==> config.mk <==
export PLATFORM = sky130hd
export DESIGN_NAME = sgi_router
export DESIGN_NICKNAME = d
export VERILOG_FILES = /design/src/rtl/sgi_pkg.sv /design/src/rtl/sgi_decode.sv /design/src/rtl/sgi_pend_bank.sv /design/src/rtl/sgi_router.sv
export SDC_FILE = /design/constraint.sdc
export NUM_CORES = 1
export LEC_CHECK = 0
export ABC_AREA = 1
export BUFFER_PORTS_ARGS = -buffer_cell sky130_fd_sc_hd__buf_4
export CORE_ASPECT_RATIO = 2
export CORE_MARGIN = 2
export CORE_UTILIZATION = 58
export DETAILED_ROUTE_END_ITERATION = 12
export MAX_ROUTING_LAYER = met4
export PLACE_DENSITY = 0.95
export SYNTH_ARGS = -nofsm -noshare
export SYNTH_HDL_FRONTEND = slang
export SYNTH_SLANG_ARGS = --single-unit
==> constraint.sdc <==
create_clock -name clk -period 2.99 [get_ports clk]
set_input_delay 0.4485 -clock clk [delete_from_list [all_inputs] [get_ports clk]]
set_output_delay 0.4485 -clock clk [all_outputs]
set_load 0.02 [all_outputs]
==> src/rtl/sgi_pkg.sv <==
package sgi_pkg;

    localparam int WORD_W = 64;
    localparam int ID_W   = 4;
    localparam int NUM_ID = 1 << ID_W;
    localparam int MAP_W  = 16;

    typedef struct packed {
        logic [MAP_W-1:0] tmap;
        logic [7:0]       lvl1;
        logic [ID_W-1:0]  id;
        logic [7:0]       lvl2;
        logic             all_but_self;
        logic [3:0]       range_sel;
        logic [7:0]       lvl3;
    } req_fields_t;

    function automatic req_fields_t split_req(input logic [WORD_W-1:0] w);
        req_fields_t f;
        f.tmap         = w[15:0];
        f.lvl1         = w[23:16];
        f.id           = w[27:24];
        f.lvl2         = w[39:32];
        f.all_but_self = w[40];
        f.range_sel    = w[47:44];
        f.lvl3         = w[55:48];
        return f;
    endfunction

endpackage

==> src/rtl/sgi_decode.sv <==
module sgi_decode
    import sgi_pkg::*;
#(
    parameter int NUM_CPU = 4,
    parameter int CPU_W   = 2
) (
    input  logic                  valid_i,
    input  logic [CPU_W-1:0]      src_i,
    input  logic [WORD_W-1:0]     word_i,
    output logic                  drop_o,
    output logic                  self_o,
    output logic [ID_W-1:0]       id_o,
    output logic [NUM_CPU-1:0]    remote_o
);

    req_fields_t f;
    logic        in_cluster;
    logic        unused_word;

    assign f           = split_req(word_i);
    assign unused_word = ^word_i;
    assign in_cluster  = (f.lvl1 == '0) && (f.lvl2 == '0) &&
                         (f.lvl3 == '0) && (f.range_sel == '0);

    assign drop_o = valid_i && !in_cluster;
    assign id_o   = f.id;
    assign self_o = valid_i && in_cluster && !f.all_but_self && f.tmap[src_i];

    for (genvar c = 0; c < NUM_CPU; c++) begin : g_tgt
        logic picked;
        logic is_src;
        assign is_src      = (CPU_W'(c) == src_i);
        assign picked      = f.all_but_self ? 1'b1 : f.tmap[c];
        assign remote_o[c] = valid_i && in_cluster && picked && !is_src;
    end

endmodule

==> src/rtl/sgi_pend_bank.sv <==
module sgi_pend_bank #(
    parameter int NUM_ID = 16,
    parameter int ID_W   = 4
) (
    input  logic            clk,
    input  logic            rst_n,
    input  logic            set_i,
    input  logic [ID_W-1:0] set_id_i,
    output logic            valid_o,
    output logic [ID_W-1:0] id_o,
    input  logic            ready_i
);

    typedef struct packed {
        logic [NUM_ID-1:0] pend;
    } bank_t;

    bank_t st_d, st_q;

    always_comb begin
        id_o = '0;
        for (int i = NUM_ID - 1; i >= 0; i--) begin
            if (st_q.pend[i]) id_o = ID_W'(i);
        end
    end

    assign valid_o = |st_q.pend;

    always_comb begin
        st_d = st_q;
        if (valid_o && ready_i) st_d.pend[id_o] = 1'b0;
        if (set_i)              st_d.pend[set_id_i] = 1'b1;
    end

    always_ff @(posedge clk) begin
        if (!rst_n) st_q <= '0;
        else        st_q <= st_d;
    end

    p_set_wins_r8: assert property (@(posedge clk) disable iff (!rst_n)
        set_i |=> st_q.pend[$past(set_id_i)]);

    p_ack_clears_r7: assert property (@(posedge clk) disable iff (!rst_n)
        (valid_o && ready_i && !(set_i && set_id_i == id_o)) |=> !st_q.pend[$past(id_o)]);

    p_idle_hold_r10: assert property (@(posedge clk) disable iff (!rst_n)
        (!set_i && !(valid_o && ready_i)) |=> $stable(st_q.pend));

endmodule

==> src/rtl/sgi_router.sv <==
module sgi_router
    import sgi_pkg::*;
#(
    parameter int  NUM_CPU = 4,
    parameter int  CNT_W   = 8,
    localparam int CPU_W   = (NUM_CPU > 1) ? $clog2(NUM_CPU) : 1
) (
    input  logic                    clk,
    input  logic                    rst_n,
    input  logic                    req_valid,
    input  logic [CPU_W-1:0]        req_src,
    input  logic [63:0]             req_word,
    output logic                    self_valid,
    output logic [CPU_W-1:0]        self_cpu,
    output logic [3:0]              self_id,
    output logic [NUM_CPU-1:0]      drain_valid,
    output logic [NUM_CPU*4-1:0]    drain_id,
    input  logic [NUM_CPU-1:0]      drain_ready,
    output logic [CNT_W-1:0]        drop_count
);

    localparam logic [CNT_W-1:0] CNT_MAX = '1;

    typedef struct packed {
        logic             sv;
        logic [CPU_W-1:0] scpu;
        logic [ID_W-1:0]  sid;
        logic [CNT_W-1:0] drops;
    } top_t;

    top_t st_d, st_q;

    logic               dec_drop;
    logic               dec_self;
    logic [ID_W-1:0]    dec_id;
    logic [NUM_CPU-1:0] dec_remote;

    sgi_decode #(.NUM_CPU(NUM_CPU), .CPU_W(CPU_W)) u_dec (
        .valid_i  (req_valid),
        .src_i    (req_src),
        .word_i   (req_word),
        .drop_o   (dec_drop),
        .self_o   (dec_self),
        .id_o     (dec_id),
        .remote_o (dec_remote)
    );

    for (genvar c = 0; c < NUM_CPU; c++) begin : g_bank
        sgi_pend_bank #(.NUM_ID(NUM_ID), .ID_W(ID_W)) u_bank (
            .clk      (clk),
            .rst_n    (rst_n),
            .set_i    (dec_remote[c]),
            .set_id_i (dec_id),
            .valid_o  (drain_valid[c]),
            .id_o     (drain_id[c*ID_W +: ID_W]),
            .ready_i  (drain_ready[c])
        );
    end

    always_comb begin
        st_d      = st_q;
        st_d.sv   = dec_self;
        if (dec_self) begin
            st_d.scpu = req_src;
            st_d.sid  = dec_id;
        end
        if (dec_drop && st_q.drops != CNT_MAX) st_d.drops = st_q.drops + 1'b1;
    end

    always_ff @(posedge clk) begin
        if (!rst_n) st_q <= '0;
        else        st_q <= st_d;
    end

    assign self_valid = st_q.sv;
    assign self_cpu   = st_q.scpu;
    assign self_id    = st_q.sid;
    assign drop_count = st_q.drops;

    p_bcast_no_self_r3: assert property (@(posedge clk) disable iff (!rst_n)
        (req_valid && req_word[40]) |=> !self_valid);

    p_drop_quiet_r6: assert property (@(posedge clk) disable iff (!rst_n)
        dec_drop |=> !self_valid);

    p_drop_count_r6: assert property (@(posedge clk) disable iff (!rst_n)
        (dec_drop && drop_count != CNT_MAX) |=> drop_count == $past(drop_count) + 1'b1);

    p_no_req_quiet_r10: assert property (@(posedge clk) disable iff (!rst_n)
        !req_valid |=> (!self_valid && $stable(drop_count)));

endmodule

==> impl_metrics.env <==
export IMPL_outcome="complete, no violations"
export IMPL_path_max_fanout=8
export IMPL_p_sw_uw=497
export IMPL_tritoncts="yes"
export IMPL_finish_utilization=0.726
export IMPL_power_share_combinational=0.058
export IMPL_grt_max_degree=28
export IMPL_finalSetupTns_ns=0
export IMPL_fin_skew_ns=0.00598
export IMPL_path_buf_inv=3
export IMPL_end_kind="output port"
export IMPL_core_area_um2=7600
export IMPL_grt_pass1_vias=5115
export IMPL_drc=0
export IMPL_syn_to_final_growth_pct=20.5
export IMPL_slew_headroom=0.505
export IMPL_avgSynthCellArea_um2=6.34
export IMPL_finalPower_mw=2.35
export IMPL_cts_hold_fix_buffers=0
export IMPL_intPower_mw=1.86
export IMPL_synth_fp_nets=796
export IMPL_cts_root_buffer_cell="clkbuf_16"
export IMPL_fin_area_um2=5520
export IMPL_groute_usage_overall=0.341
export IMPL_worst_slack_ns=0.417
export IMPL_clk_latency_ns=0.34
export IMPL_dpl_worst_slack_ns=0.603
export IMPL_syn_inst=722
export IMPL_cp_data_arrival_time_ns=2.12
export IMPL_setup_violations=0
export IMPL_tightest_slew_ns=0.740
export IMPL_hpwl_um=9820
export IMPL_period_minus_slack_ns=2.57
export IMPL_nets=873
export IMPL_first_iter_violations=408
export IMPL_ys_seq_elements=79
export IMPL_num_vias=5260
export IMPL_clkTransAtPathRegs_ns=0.06
export IMPL_place_gp_congestion=0.960
export IMPL_hp_class="in2reg"
export IMPL_worst_ep_required_time_ns=2.54
export IMPL_die_area_um2=8670
export IMPL_drt_pass1_iter_count=5
export IMPL_clockPowerShare=0.492
export IMPL_crit_chain="inv_1 -> nand2_1 -> nand2_1 -> nand2_1 -> nand2_1 -> nand2_1 -> nand2_1 -> nand2_1 -> nand2_1 -> nand2_1 -> nand2_1 -> nand2_1 -> nand2_1 -> nand2_1 -> nand2_1 -> nand2_1 -> inv_1 -> buf_4"
export IMPL_stdcell_count=897
export IMPL_slew_viol_final=0
export IMPL_ios=108
export IMPL_regArea_um2=1580
export IMPL_rsz0062_at_grt="false"
export IMPL_cts_setup_buffers=0
export IMPL_slowest_stage="dfxtp_1"
export IMPL_vias_per_cell=5.86
export IMPL_n_antenna_cell=0
export IMPL_antenna_found_initial=0
export IMPL_ir_drop_uv=490
export IMPL_placedCellCount=882
export IMPL_cts_resized=0
export IMPL_cpMostUsedCell="nand2_1"
export IMPL_grt_pass1_wl_um=22100
export IMPL_max_freq_mhz=389
export IMPL_p_sw_frac=0.211
export IMPL_rows=45
export IMPL_cts_htree_levels=3
export IMPL_synth_cell_types=28
export IMPL_setup_worst_path_class="reg2out"
export IMPL_cts_buffers=9
export IMPL_clockBufferDepth=2
export IMPL_placed_area_um2=5210
export IMPL_post_route_period_util=0.861
export IMPL_port_buffers=80
export IMPL_crit_path_start_kind="flip-flop"
export IMPL_start_util=0.602
export IMPL_synth_area_um2=4580
export IMPL_dieHeight_um=130
export IMPL_crit_family="simple AND/OR/NAND/NOR gates"
export IMPL_grt_ovfl_total=0
export IMPL_finalHoldWorstSlack_ns=0.393
export IMPL_drive_above_1_share=0.171
export IMPL_hold_viol=0
export IMPL_die_w_um=66.8
export IMPL_max_cap_violations=0
export IMPL_slowest_delay_ns=0.35
export IMPL_fill_cells=589
export IMPL_ant_nets=0
export IMPL_numClockSinks=79
export IMPL_postRouteWirelength_um=13400
export IMPL_drt_wirelength_per_cell_um=15.0
export IMPL_seqPwrFrac=0.450
export IMPL_yosys_warnings=0
export IMPL_cellPowerDensity_nw_per_um2=426
export IMPL_multi_input_area_um2=2460
export IMPL_ys_seq_area_frac=0.345
export IMPL_total_leakage_power_nw=2.32
power by group through the flow:
| stage | Clock [mW] | Sequential, mW | Combinational, mW |
|---|---|---|---|
| floorplan | 0 | 1.09 | 0.0555 |
| global placement | 0 | 1.08 | 0.127 |
| detailed placement | 0 | 1.08 | 0.132 |
| CTS | 1.16 | 1.06 | 0.134 |
| global route | 1.21 | 1.06 | 0.148 |
| finish | 1.16 | 1.06 | 0.137 |
final cells by class:
type | instances | area share
tap | 94 | 0.0213
inverter | 114 | 0.0775
sequential | 79 | 0.286
clock inverter | 4 | 0.0127
timing repair buffer | 82 | 0.112
multi-input combinational | 513 | 0.447
clock buffer | 11 | 0.0440
flip-flops by register name (all words and copies together) (netlist names):
register,count
self_cpu,2
self_id,4
drop_count,8
g_bank.u_bank.st_q,64
self_valid,1
path summary, 6_finish.rpt:
check,slack [ns],cells past startpoint,from,end
worst max-delay path,0.42,18,g_bank[2].u_bank.st_q[14],drain_id[8]
worst min-delay path,0.39,3,rst_n,drop_count[2]
worst max register to register,0.98,10,drop_count[0],drop_count[7]
worst min register to register,0.46,2,self_id[1],self_id[1]
layout by cell type, fill, tap and decap left out, types with 13 or more instances in the layout:
cell       n
nand3_1   68
a21oi_1   52
nand2_1  225
nor2_1    62
nor3_1    13
nand4_1   22
dfxtp_1   79
buf_4     82
inv_1    106
a21oi_2   21
layer usage:
layer,GRT usage,wire length [um],part of all wire
met1,0.322,4350,0.32
met2,0.596,7010,0.52
met3,0.0547,1020,0.076
met4,0.256,1070,0.079
met5,-,0,0
cell families after synthesis:
logic type,count (synthesis),share of synthesized area
simple gates,415,0.396
buf+inv,130,0.116
compound gates,96,0.137
flops,79,0.345
xor+xnor,1,0.00191
fa+ha+maj,1,0.00273
worst register-to-register path, stage by stage (launching register included):
cell and delay, ns:
dfxtp_1 0.40, ha_1 0.20, inv_1 0.06, nor4_1 0.43, nand2_1 0.12, nand3_1 0.23, nor2_1 0.13, nand3_1 0.14
nor2_1 0.05, nor2_1 0.08, nor2_1 0.05
synthesized netlist by cell type, drive strengths merged:
library cell | count | share of area
dfxtp | 79 | 0.35
clkbuf | 8 | 0.0066
a211oi | 12 | 0.028
a21oi | 73 | 0.097
or2 | 10 | 0.014
inv | 114 | 0.093
o21a | 1 | 0.0016
nand2 | 226 | 0.19
o21ai | 10 | 0.011
nor4 | 12 | 0.020
nand4 | 22 | 0.030
xor2 | 1 | 0.0019
ha | 1 | 0.0027
buf | 8 | 0.016
nand3 | 68 | 0.074
nor2 | 62 | 0.051
nor3 | 15 | 0.020
Power figures use the tool's default switching activity.
